===== config.mk =====
export PLATFORM = sky130hd
export DESIGN_NAME = eeprom_cmd_seq
export DESIGN_NICKNAME = d
export VERILOG_FILES = /design/src/rtl/eeprom_seq_pkg.sv /design/src/rtl/eeprom_sk_div.sv /design/src/rtl/eeprom_frame_shift.sv /design/src/rtl/eeprom_poll_timer.sv /design/src/rtl/eeprom_cmd_seq.sv
export SDC_FILE = /design/constraint.sdc
export NUM_CORES = 1
export LEC_CHECK = 0
export BUFFER_PORTS_ARGS = -buffer_cell sky130_fd_sc_hd__buf_2
export CAP_MARGIN = 5
export CORE_MARGIN = 10
export CORE_UTILIZATION = 35
export CTS_CLUSTER_DIAMETER = 40
export DETAILED_ROUTE_END_ITERATION = 8
export GPL_TIMING_DRIVEN = 0
export SLEW_MARGIN = 20
export SYNTH_ARGS = -nofsm -noshare
export SYNTH_HDL_FRONTEND = slang
export SYNTH_SLANG_ARGS = --single-unit
export TNS_END_PERCENT = 30

===== constraint.sdc =====
create_clock -name clk -period 2.6 [get_ports clk]
set_clock_uncertainty 0.05 [all_clocks]
set_input_delay 0.52 -clock clk [delete_from_list [all_inputs] [get_ports clk]]
set_output_delay 0.52 -clock clk [all_outputs]
set_load 0.1 [all_outputs]

===== src/rtl/eeprom_seq_pkg.sv =====
package eeprom_seq_pkg;

  typedef enum logic [1:0] {
    OP_SUB   = 2'b00,
    OP_WRITE = 2'b01,
    OP_READ  = 2'b10,
    OP_ERASE = 2'b11
  } ee_op_e;

  typedef enum logic [1:0] {
    SUB_WDIS = 2'b00,
    SUB_FILL = 2'b01,
    SUB_CLR  = 2'b10,
    SUB_WEN  = 2'b11
  } ee_sub_e;

  typedef enum logic [1:0] {
    ST_IDLE,
    ST_SHIFT,
    ST_GAP,
    ST_POLL
  } seq_state_e;

endpackage


===== src/rtl/eeprom_sk_div.sv =====
// Serial clock phase generator: one period is DIV system clocks.
module eeprom_sk_div #(
  parameter int DIV = 64
) (
  input  logic clk,
  input  logic rst_n,
  input  logic run,
  output logic phase_hi,
  output logic tick_end
);
  localparam int CW = $clog2(DIV);
  localparam int HALF = DIV / 2;
  localparam logic [CW-1:0] LAST = CW'(DIV - 1);
  localparam logic [CW-1:0] MID  = CW'(HALF);

  logic [CW-1:0] cnt_q, cnt_d;

  always_comb begin
    if (!run || cnt_q == LAST) cnt_d = '0;
    else                       cnt_d = cnt_q + 1'b1;
  end

  always_ff @(posedge clk or negedge rst_n) begin
    if (!rst_n) cnt_q <= '0;
    else        cnt_q <= cnt_d;
  end

  assign phase_hi = run && (cnt_q >= MID);
  assign tick_end = run && (cnt_q == LAST);
endmodule


===== src/rtl/eeprom_frame_shift.sv =====
// Parallel-load transmit shifter plus receive shifter, MSB first.
module eeprom_frame_shift #(
  parameter int FRAME_W = 28,
  parameter int DATA_W  = 16
) (
  input  logic               clk,
  input  logic               rst_n,
  input  logic               load,
  input  logic [FRAME_W-1:0] load_val,
  input  logic               shift_en,
  input  logic               ser_in,
  output logic               ser_out,
  output logic [DATA_W-1:0]  rx_word
);
  logic [FRAME_W-1:0] tx_q, tx_d;
  logic [DATA_W-1:0]  rx_q, rx_d;

  always_comb begin
    tx_d = tx_q;
    rx_d = rx_q;
    if (load) begin
      tx_d = load_val;
    end else if (shift_en) begin
      tx_d = {tx_q[FRAME_W-2:0], 1'b0};
      rx_d = {rx_q[DATA_W-2:0], ser_in};
    end
  end

  always_ff @(posedge clk or negedge rst_n) begin
    if (!rst_n) begin
      tx_q <= '0;
      rx_q <= '0;
    end else begin
      if (load || shift_en) tx_q <= tx_d;
      if (shift_en)         rx_q <= rx_d;
    end
  end

  assign ser_out = tx_q[FRAME_W-1];
  assign rx_word = rx_q;
endmodule


===== src/rtl/eeprom_poll_timer.sv =====
// Counts serial periods spent waiting for the device to become ready.
module eeprom_poll_timer #(
  parameter int LIMIT = 4096
) (
  input  logic clk,
  input  logic rst_n,
  input  logic clr,
  input  logic step,
  output logic expired
);
  localparam int PW = $clog2(LIMIT + 1);
  localparam logic [PW-1:0] LAST = PW'(LIMIT - 1);

  logic [PW-1:0] cnt_q, cnt_d;

  always_comb begin
    if (clr)       cnt_d = '0;
    else if (step) cnt_d = cnt_q + 1'b1;
    else           cnt_d = cnt_q;
  end

  always_ff @(posedge clk or negedge rst_n) begin
    if (!rst_n) cnt_q <= '0;
    else        cnt_q <= cnt_d;
  end

  assign expired = (cnt_q == LAST);
endmodule


===== src/rtl/eeprom_cmd_seq.sv =====
module eeprom_cmd_seq
  import eeprom_seq_pkg::*;
#(
  parameter int CLK_DIV  = 64,
  parameter int POLL_MAX = 4096,
  parameter int ADDR_W   = 8,
  parameter int DATA_W   = 16
) (
  input  logic        clk,
  input  logic        rst_n,
  input  logic        ctrl_wr,
  input  logic [15:0] ctrl_wdata,
  output logic [15:0] ctrl_rdata,
  input  logic        data_wr,
  input  logic [15:0] data_wdata,
  output logic [15:0] data_rdata,
  output logic        mem_cs,
  output logic        mem_sclk,
  output logic        mem_mosi,
  input  logic        mem_miso
);
  localparam int OP_W    = 2;
  localparam int HDR_W   = 1 + OP_W + ADDR_W;
  localparam int FRAME_W = HDR_W + 1 + DATA_W;
  localparam int PAD_W   = FRAME_W - HDR_W;
  localparam int RSV_W   = 16 - 1 - OP_W - ADDR_W;
  localparam int BCW     = $clog2(FRAME_W + 1);
  localparam logic [BCW-1:0] NB_HDR = BCW'(HDR_W);
  localparam logic [BCW-1:0] NB_WR  = BCW'(HDR_W + DATA_W);
  localparam logic [BCW-1:0] NB_RD  = BCW'(FRAME_W);

  seq_state_e          state_q, state_d;
  ee_op_e              op_q, op_d;
  logic [ADDR_W-1:0]   addr_q, addr_d;
  logic [DATA_W-1:0]   data_q, data_d;
  logic [BCW-1:0]      nbits_q, nbits_d;
  logic [BCW-1:0]      bitcnt_q, bitcnt_d;
  logic                poll_q, poll_d;
  logic                wd_q, wd_d;
  logic                rd_q, rd_d;

  logic                load;
  logic [FRAME_W-1:0]  load_val;
  logic                phase_hi, tick;
  logic                ser_out;
  logic [DATA_W-1:0]   rx_word;
  logic                poll_expired;

  ee_op_e              new_op;
  ee_sub_e             new_sub;
  logic [ADDR_W-1:0]   new_addr;
  logic [HDR_W-1:0]    new_hdr;
  logic [FRAME_W-1:0]  hdr_frame, data_frame, wdis_frame;
  logic                ctrl_unused;

  assign ctrl_unused = ^ctrl_wdata[15:ADDR_W+OP_W];

  assign new_op     = ee_op_e'(ctrl_wdata[ADDR_W +: OP_W]);
  assign new_addr   = ctrl_wdata[ADDR_W-1:0];
  assign new_sub    = ee_sub_e'(new_addr[ADDR_W-1 -: 2]);
  assign new_hdr    = {1'b1, new_op, new_addr};
  assign hdr_frame  = {new_hdr, {PAD_W{1'b0}}};
  assign data_frame = {new_hdr, data_q, 1'b0};
  assign wdis_frame = {1'b1, OP_SUB, SUB_WDIS, {(ADDR_W-2){1'b0}}, {PAD_W{1'b0}}};

  eeprom_sk_div #(.DIV(CLK_DIV)) div_i (
    .clk      (clk),
    .rst_n    (rst_n),
    .run      (state_q != ST_IDLE),
    .phase_hi (phase_hi),
    .tick_end (tick)
  );

  eeprom_frame_shift #(.FRAME_W(FRAME_W), .DATA_W(DATA_W)) shf_i (
    .clk      (clk),
    .rst_n    (rst_n),
    .load     (load),
    .load_val (load_val),
    .shift_en (tick && state_q == ST_SHIFT),
    .ser_in   (mem_miso),
    .ser_out  (ser_out),
    .rx_word  (rx_word)
  );

  eeprom_poll_timer #(.LIMIT(POLL_MAX)) poll_i (
    .clk     (clk),
    .rst_n   (rst_n),
    .clr     (state_q != ST_POLL),
    .step    (tick),
    .expired (poll_expired)
  );

  // Next-state logic
  always_comb begin
    state_d  = state_q;
    op_d     = op_q;
    addr_d   = addr_q;
    data_d   = data_q;
    nbits_d  = nbits_q;
    bitcnt_d = bitcnt_q;
    poll_d   = poll_q;
    wd_d     = wd_q;
    rd_d     = rd_q;
    load     = 1'b0;
    load_val = hdr_frame;
    unique case (state_q)
      ST_IDLE: begin
        if (data_wr) data_d = data_wdata;
        if (ctrl_wr) begin
          state_d  = ST_SHIFT;
          op_d     = new_op;
          addr_d   = new_addr;
          bitcnt_d = '0;
          load     = 1'b1;
          nbits_d  = NB_HDR;
          rd_d     = 1'b0;
          poll_d   = 1'b0;
          unique case (new_op)
            OP_WRITE: begin
              load_val = data_frame;
              nbits_d  = NB_WR;
              poll_d   = 1'b1;
            end
            OP_READ: begin
              nbits_d = NB_RD;
              rd_d    = 1'b1;
            end
            OP_ERASE: poll_d = 1'b1;
            OP_SUB: begin
              if (new_sub == SUB_FILL) begin
                load_val = data_frame;
                nbits_d  = NB_WR;
              end
              poll_d = (new_sub == SUB_FILL) || (new_sub == SUB_CLR);
            end
          endcase
          wd_d = poll_d;
        end
      end
      ST_SHIFT: begin
        if (tick) begin
          bitcnt_d = bitcnt_q + 1'b1;
          if (bitcnt_q == nbits_q - 1'b1) state_d = ST_GAP;
        end
      end
      ST_GAP: begin
        if (rd_q) begin
          data_d = rx_word;
          rd_d   = 1'b0;
        end
        if (tick) begin
          if (poll_q) begin
            state_d = ST_POLL;
            poll_d  = 1'b0;
          end else if (wd_q) begin
            state_d  = ST_SHIFT;
            load     = 1'b1;
            load_val = wdis_frame;
            nbits_d  = NB_HDR;
            bitcnt_d = '0;
            wd_d     = 1'b0;
          end else begin
            state_d = ST_IDLE;
          end
        end
      end
      ST_POLL: begin
        if (tick && (mem_miso || poll_expired)) state_d = ST_GAP;
      end
    endcase
  end

  // State registers
  always_ff @(posedge clk or negedge rst_n) begin
    if (!rst_n) begin
      state_q  <= ST_IDLE;
      op_q     <= OP_SUB;
      addr_q   <= '0;
      data_q   <= '0;
      nbits_q  <= '0;
      bitcnt_q <= '0;
      poll_q   <= 1'b0;
      wd_q     <= 1'b0;
      rd_q     <= 1'b0;
    end else begin
      state_q  <= state_d;
      bitcnt_q <= bitcnt_d;
      poll_q   <= poll_d;
      wd_q     <= wd_d;
      rd_q     <= rd_d;
      if (load) nbits_q <= nbits_d;
      if (state_q == ST_IDLE && ctrl_wr) begin
        op_q   <= op_d;
        addr_q <= addr_d;
      end
      if (data_d != data_q) data_q <= data_d;
    end
  end

  assign ctrl_rdata = {(state_q != ST_IDLE), {RSV_W{1'b0}}, op_q, addr_q};
  assign data_rdata = data_q;
  assign mem_cs     = (state_q == ST_SHIFT) || (state_q == ST_POLL);
  assign mem_sclk   = (state_q == ST_SHIFT) && phase_hi;
  assign mem_mosi   = (state_q == ST_SHIFT) && ser_out;
endmodule


==> results.ini, run 1 <==
[clock_tree]
cts_tree = done
clkSlewWorstSetupHoldPaths_ps = 70
root_buffer = clkbuf_16
cts_max_level = 3
cts_resized = 6
postCtsSetupRepairBufs = 0
clock_path_buffers = 2
ctsHoldBuffers = 0
clock_latency_ps = 350
cts_buffers = 9
clock_sinks = 102

[synthesis]
synth_area_leader_cell = dfrtp_1
yosys_most_used_dff = dfrtp_1
mappedNetlistArea_um2 = 4960
yosys.area.top_type_share_pct = 51.4
ys_seq_area_share_pct = 51.4
async_reset_ff_share_pct = 100
ys_types = 51
synth-edff-count = 0
ys_seq_elements = 102
synthTopCellsByArea = dfrtp_1 (51%), nand2_1 (4.5%), mux2_2 (3.6%)
synthCells = 497
yosys_warnings = 0
syn_area_per_cell_um2 = 9.99

[critical_path]
cp_cell_sequence = clkbuf_2 -> nor2_1 -> inv_1 -> buf_4 -> buf_2
cp-start-kind = flop
path_max_fanout = 10
crit_type = flop to output pin
required_ps = 2030
critPathBufInv = 4
end_kind = output pin
crit_arrival_ps = 1900
slowest_stage = dfrtp_1
path_delay_family = buffers and inverters
cpPeakStageDelay_ps = 470

[final_layout]
layout.cells.non_filler = 756
final_common_cell = dfrtp_1
fillers = 1394
area_growth_pct = 17.9
final_cell_mix = dfrtp_1 (102), buf_2 (63), nand2_1 (60)
layout-drive-gt1-share_pct = 21.7
final_nets = 614
diodes = 0

[power_and_ir_drop]
ir_worst_vdd_v = 0.000329
p_per_area_nw_per_um2 = 793
p_leak_nw = 2.79
p_total_mw = 4.64

[die]
core_um2 = 13900
dieWidth_um = 139
die_area_um2 = 19300
die_y_um = 139
start_util_pct = 35.8
core.rowCount = 43
ioPinCount = 72

[route]
drc = 0
drtIter0Drc = 218
ant_nets = 0
wire_per_inst_um = 17.1
postRouteWirelength_um = 12900
routed_via_density = 5.42
first_pass_iters = 4
route.vias.total = 4094

[timing]
setup_viol = 0
period_needed_ps = 2470
fmax_mhz = 405
worst_pin_slew_ps = 577
hold_viol = 0
rsz0062_at_grt = no
maxSlewHeadroom_pct = 61.5
finalCritPeriodShare_pct = 95.0
slew_violations = 0

[global_route]
grt_pass1_vias = 4199
grt_pass1_wl_um = 21700
grt_max_degree = 59
grt_usage_pct = 13.5
grt_overflow = 0
antenna_found_initial = 0

[placement]
gp_congestion = 0.814
io_buffer_count = 58
dp_cells = 740
dp.final_hpwl_um = 9390

[min_path]
min_path_type = input port to async pin

[status]
outcome = complete, no violations

[job]
max_cap_violations = 0

==> logic make-up (layout without fill, tap and decap cells) <==
family	count (synthesis)	in the layout	synth area share [%]
and+or+nand+nor	171	171	16.5
AOI/OAI and AO/OA	124	124	17.7
DFF	102	102	51.4
buffers and inverters	53	128	4.76
muxes	23	23	5.04
xor gates and xnor gates	17	17	3.00
adders and majority gates	6	6	1.51
other	1	5	0.0755
==> synthesized netlist by cell type (all sizes together), types with 14 or more instances <==
cell     number
o21ai        34
dfrtp       102
clkbuf       23
nor3         14
a2bb2oi      15
nand2        60
buf          16
inv          14
nor2         43
o22ai        21
nand3        18
mux2         16
==> state kept, by name, indices dropped and copies added, names as in the netlist <==
| signal | cells |
|---|---|
| bitcnt_q | 5 |
| shf_i.rx_word | 16 |
| div_i.cnt_q | 6 |
| state_q | 2 |
| op_q | 2 |
| poll_i.cnt_q | 13 |
| nbits_q | 4 |
| rd_q | 1 |
| shf_i.tx_q | 27 |
| addr_q | 8 |
| poll_q | 1 |
| wd_q | 1 |
| data_rdata | 16 |
==> through the flow <==
stage / util (%) / area, um2 / setup TNS, ps / setup slack (ps) / hold slack, ps
after floorplan: - / 4990 / 0 / 343 / 174
after global placement: 39.7 / 5510 / -15940 / -163 / 407
after detailed placement: 39.9 / 5540 / 0 / 32.8 / 413
after CTS: 42.1 / 5850 / 0 / 66.9 / 52.4
after global routing: 42.2 / 5850 / 0 / 26.0 / 78.4
final: 42.2 / 5850 / 0 / 131 / 41.2
==> final timing paths <==
path | from | endpoint | slack, ps | cells past startpoint
max | state_q[0] | ctrl_rdata[15] | 130 | 5
min | rst_n | addr_q[6] | 40 | 1
max in group asynchronous | rst_n | shf_i.tx_q[9] | 1830 | 2
min reg2reg | op_q[0] | op_q[0] | 430 | 2
min in group clk | ctrl_wdata[1] | addr_q[1] | 330 | 3
max reg2reg | div_i.cnt_q[0] | shf_i.rx_word[15] | 210 | 5
==> area by class of cell <==
cell class / instances / area [um2] / share of cell area (%)
Clock inverter: 4 / 45.0 / 0.769
Buffer: 39 / 190 / 3.25
Inverter: 14 / 52.6 / 0.898
Multi-Input combinational cell: 346 / 2200 / 37.6
Timing Repair Buffer: 59 / 330 / 5.64
Clock buffer: 12 / 256 / 4.38
Sequential cell: 102 / 2550 / 43.6
Tap cell: 180 / 225 / 3.85
==> per-layer routing <==
metal / GRT usage (%) / routed length (um) / up-vias
met5: 0 / 0 / -
met4: 6.26 / 316 / 0
met3: 2.33 / 558 / 23
met2: 21.8 / 6140 / 83
met1: 17.1 / 5910 / 2041
li1: - / - / 1947
==> power by group <==
group / internal [mW] / switching, mW
registers: 1.89 / 0.229
clock network: 0.795 / 0.593
logic: 0.405 / 0.729
total: 3.09 / 1.55
Power figures use the tool's default switching activity.
==> inputs of run 2 (changes only) <==
--- a/config.mk
+++ b/config.mk
@@ -12,6 +12,7 @@
 export CTS_CLUSTER_DIAMETER = 40
 export DETAILED_ROUTE_END_ITERATION = 8
 export GPL_TIMING_DRIVEN = 0
+export SETUP_SLACK_MARGIN = 0.5
 export SLEW_MARGIN = 20
 export SYNTH_ARGS = -nofsm -noshare
 export SYNTH_HDL_FRONTEND = slang
==> results.ini, run 2 (same netlist as run 1, synthesis figures left out) <==
[route]
drc = 0
drtIter0Drc = 256
first_pass_iters = 4
postRouteWirelength_um = 13000
ant_nets = 0
routed_via_density = 5.28
route.vias.total = 4041
wire_per_inst_um = 17.0

[timing]
fmax_mhz = 475
hold_viol = 0
rsz0062_at_grt = yes
period_needed_ps = 2110
worst_pin_slew_ps = 559
finalCritPeriodShare_pct = 81.0
slew_violations = 0
finalSetupTns_ps = 0
setup_viol = 0
maxSlewHeadroom_pct = 62.6

[critical_path]
worstReg2RegStart = div_i.cnt_q[0]
cp_cell_sequence = buf_4 -> nor2_4 -> inv_1 -> buf_4 -> buf_6
r2r_cells = 5
cpPeakStageDelay_ps = 450
path_max_fanout = 10
cp-start-kind = flop
end_kind = output pin
crit_type = flop to output pin
crit_arrival_ps = 1540
critical-path-top-cell-by-count = buf_4
startpoint = state_q[0]
r2r_setup_slack_ps = 540
r2r-end = shf_i.rx_word[15]
required_ps = 2030
slowest_stage = dfrtp_2

[clock_tree]
root_buffer = clkbuf_16
clkSlewWorstSetupHoldPaths_ps = 70
cts_buffers = 9
cts_max_level = 3
clock_latency_ps = 350
cts_tree = done
clock_sinks = 102
clock_path_buffers = 2

[placement]
dp.final_hpwl_um = 9370
gp_congestion = 0.836
io_buffer_count = 58
dp_cells = 740

[global_route]
grt_overflow = 0
grt_pass1_wl_um = 21700
grt_pass1_vias = 4214
antenna_found_initial = 0
grt_max_degree = 61
grt_usage_pct = 13.5

[min_path]
min_path_type = input port to async pin

[final_layout]
layout.cells.non_filler = 765
largest_reg_flops = 27
final_nets = 626
area_growth_pct = 22.0
diodes = 0
final_common_cell = dfrtp_1
top_register = shf_i.tx_q
final_cell_mix = dfrtp_1 (100), nand2_1 (59), buf_2 (57)
layout-drive-gt1-share_pct = 25.8
fin_util_pct = 43.6

[power_and_ir_drop]
p_clk_share_pct = 28.2
combPwrFrac_pct = 26.5
p_leak_nw = 2.88
switching_share_pct = 33.1
ir_worst_vdd_v = 0.000319
p_sw_mw = 1.54
p_int_mw = 3.12
p_per_area_nw_per_um2 = 769
p_total_mw = 4.66
p_seq_share_pct = 45.4

[die]
start_util_pct = 35.8
core.rowCount = 43
die_y_um = 139
die_area_um2 = 19300
core_um2 = 13900
ioPinCount = 72
dieWidth_um = 139

[job]
max_cap_violations = 0

[status]
outcome = complete, no violations

run 2: cell count changes in the layout (fill, tap and decap cells not counted), sizes merged:
cell,delta
buf,+14
clkbuf,-3
clkinv,-2
run 2: power by group through the flow:
stage | clock network [mW] | logic [mW] | registers [mW]
2_1_floorplan | 0 | 0.767 | 2.21
3_3_place_gp | 0 | 1.10 | 2.13
3_5_place_dp | 0 | 1.14 | 2.14
4_1_cts | 1.35 | 1.22 | 2.11
5_1_grt | 1.42 | 1.36 | 2.16
6_report | 1.31 | 1.23 | 2.11
run 2: final cells by class:
type                       instances  area, um2
fill                            1393       7830
tap                              180        225
multi-input combinational        346       2240
clock inverter                     2       35.0
inverter                          14       52.6
buffer                            39        255
sequential                       102       2550
clock buffer                      11        243
timing repair buffer              71        448
run 2: per-layer routing:
metal / GRT usage [%] / up-vias / wire length (um) / share of wire (%)
met2: 21.1 / 83 / 6130 / 47
li1: - / 1954 / - / -
met4: 5.71 / 0 / 299 / 2.3
met1: 17.5 / 1984 / 5910 / 46
met3: 2.95 / 20 / 633 / 4.9
met5: 0 / - / 0 / 0
run 2: metrics by stage:
| step | worst slack [ps] | instance area [um2] | hold slack [ps] |
|---|---|---|---|
| 4_1_cts | 361 | 5960 | 42.3 |
| 5_1_grt | 398 | 6060 | 62.8 |
| 3_5_place_dp | 222 | 5570 | 406 |
| 6_report | 493 | 6060 | 24.6 |
| 3_3_place_gp | -140 | 5530 | 406 |
| 2_1_floorplan | 490 | 5020 | 174 |
run 2: critical path: cells and delay by family, from the launching register on:
family	cells	cell delay [ps]
DFF	1	450
buffers and inverters	4	600
and+or+nand+nor	1	130
run 2: how the worst max path moves through the flow:
stage | to | slack [ps] | cells past startpoint
finish | ctrl_rdata[15] | 490 | 5
global route | shf_i.tx_q[22] | 400 | 6
CTS | shf_i.tx_q[4] | 360 | 7
detailed placement | shf_i.rx_word[15] | 220 | 5
global placement | shf_i.rx_word[1] | -140 | 1
floorplan | mem_sclk | 490 | 3
run 2: repair_timing:
item                                    4_1_cts  5_1_grt
hold buffers                                  0        0
pin swaps                                     1        2
endpoints found under the setup margin       46       49
setup buffers                                 6        6
gates resized for setup                      26       27
==> inputs of run 3 (changes only) <==
==> constraint.sdc (replaced) <==
create_clock -name clk -period 2.1 [get_ports clk]
set_clock_uncertainty 0.05 [all_clocks]
set_input_delay 0.42 -clock clk [delete_from_list [all_inputs] [get_ports clk]]
set_output_delay 0.42 -clock clk [all_outputs]
set_load 0.1 [all_outputs]
==> results.ini, run 3 (same netlist as run 1, synthesis figures left out) <==
[job]
max_cap_violations = 0

[route]
first_pass_iters = 5
route.vias.total = 4140
ant_nets = 0
drtIter0Drc = 211
wire_per_inst_um = 17.1
drc = 0
routed_via_density = 5.23
postRouteWirelength_um = 13500

[critical_path]
cpPeakStageDelay_ps = 450
slowest_stage = dfrtp_2
r2r_cells = 6
path_delay_family = buffers and inverters
critical-path-top-cell-by-count = buf_12
cp-start-kind = flop
path_max_fanout = 5
crit_arrival_ps = 1490
required_ps = 1630
cp_cell_sequence = inv_2 -> buf_8 -> buf_12 -> nor3_4 -> buf_12
critPathBufInv = 4
path_depth = 5
crit_type = flop to output pin
end_kind = output pin

[placement]
preCtsSetupSlack_ps = -84.6
io_buffer_count = 58
dp.final_hpwl_um = 9310
gp_congestion = 0.824

[die]
ioPinCount = 72
core.rowCount = 43
die_area_um2 = 19300
die_y_um = 139
core_um2 = 13900
dieWidth_um = 139
start_util_pct = 35.8

[global_route]
grt_overflow = 0
grt_pass1_vias = 4295
grt_pass1_wl_um = 22000
grt_max_degree = 55
grt_usage_pct = 13.7
antenna_found_initial = 0

[timing]
setup_viol = 0
worst_pin_slew_ps = 523
rsz0062_at_grt = yes
fmax_mhz = 511
slew_violations = 0
hold_viol = 0
finalCritPeriodShare_pct = 93.2
finalSetupTns_ps = 0
fin_ws_ps = 142
period_needed_ps = 1960
maxSlewHeadroom_pct = 65.1

[power_and_ir_drop]
ir_worst_vdd_v = 0.000373
p_total_mw = 5.95
p_leak_nw = 3.12
p_per_area_nw_per_um2 = 914

[final_layout]
fillers = 1319
regArea_um2 = 2560
diodes = 0
layout-drive-gt1-share_pct = 33.3
final_nets = 650
area_growth_pct = 31.0
largest_reg_flops = 27
multi_input_area_um2 = 2380
final_common_cell = dfrtp_1
final_cell_mix = dfrtp_1 (99), nand2_1 (59), buf_2 (53)
top_register = shf_i.tx_q

[min_path]
holdPathStages = 3
min_path_type = input port to flop

[clock_tree]
cts_max_level = 3
clkSlewWorstSetupHoldPaths_ps = 70
clock_path_buffers = 2
root_buffer = clkbuf_16
cts_tree = done
cts_buffers = 9
clock_sinks = 102
clock_latency_ps = 350

[status]
outcome = complete, no violations

-- run 3: changes by cell type in the layout (fill, tap and decap cells not counted), moves of 5 or more --
cell    before  now
nor3_1      12    7
buf_4       21   39
buf_8        0    5
nor3_2       0    5
buf_6        5   12
-- run 3: worst min-delay path: cells and delay by family --
| family | cells | cell delay (ps) |
|---|---|---|
| buf+inv | 1 | 90 |
| simple gates | 2 | 80 |
-- run 3: final cells by class --
class	instances	area share (%)
timing repair buffer	95	10.4
clock buffer	15	3.96
tap	180	3.46
sequential	102	39.3
multi-input combinational	346	36.6
inverter	14	0.808
clock inverter	1	0.0769
buffer	39	5.46
-- run 3: timing repair --
item | 4_1_cts | 5_1_grt
setup endpoints to repair | 127 | 129
buffers inserted | 14 | 19
endpoints found under the hold margin | 48 | 0
gates resized for setup | 65 | 51
cloned | 2 | 0
hold buffers | 1 | 0
pin swaps | 2 | 6
-- run 3: worst paths after layout --
kind,slack (ps),to,start
max in group asynchronous,830,div_i.cnt_q[5],rst_n
min in group asynchronous,520,addr_q[6],rst_n
max,140,mem_sclk,state_q[0]
max reg2reg,200,addr_q[7],state_q[0]
min reg2reg,420,addr_q[3],addr_q[3]
min,240,addr_q[3],ctrl_wdata[3]
-- run 3: per-stage QoR --
| step | std cells | instance area [um2] | hold slack (ps) | utilization, % |
|---|---|---|---|---|
| 2_1_floorplan | 501 | 5060 | 74.4 | - |
| 3_3_place_gp | 739 | 5580 | 406 | 40.2 |
| 3_5_place_dp | 740 | 5610 | 338 | 40.4 |
| 4_1_cts | 773 | 6220 | 226 | 44.8 |
| 5_1_grt | 792 | 6500 | 244 | 46.9 |
| 6_report | 792 | 6500 | 235 | 46.9 |
-- run 3: layer usage --
metal	vias up	share of wire, %	track usage [%]
li1	1999	-	-
met1	2052	46	17.6
met2	76	49	22.4
met3	13	3.9	2.40
met4	0	1.4	5.44
met5	-	0	0
-- run 3: power by group --
part	total (mW)	internal [mW]	switching [mW]
logic	1.76	0.744	1.02
registers	2.63	2.34	0.289
clock network	1.56	0.838	0.721
total	5.95	3.92	2.03
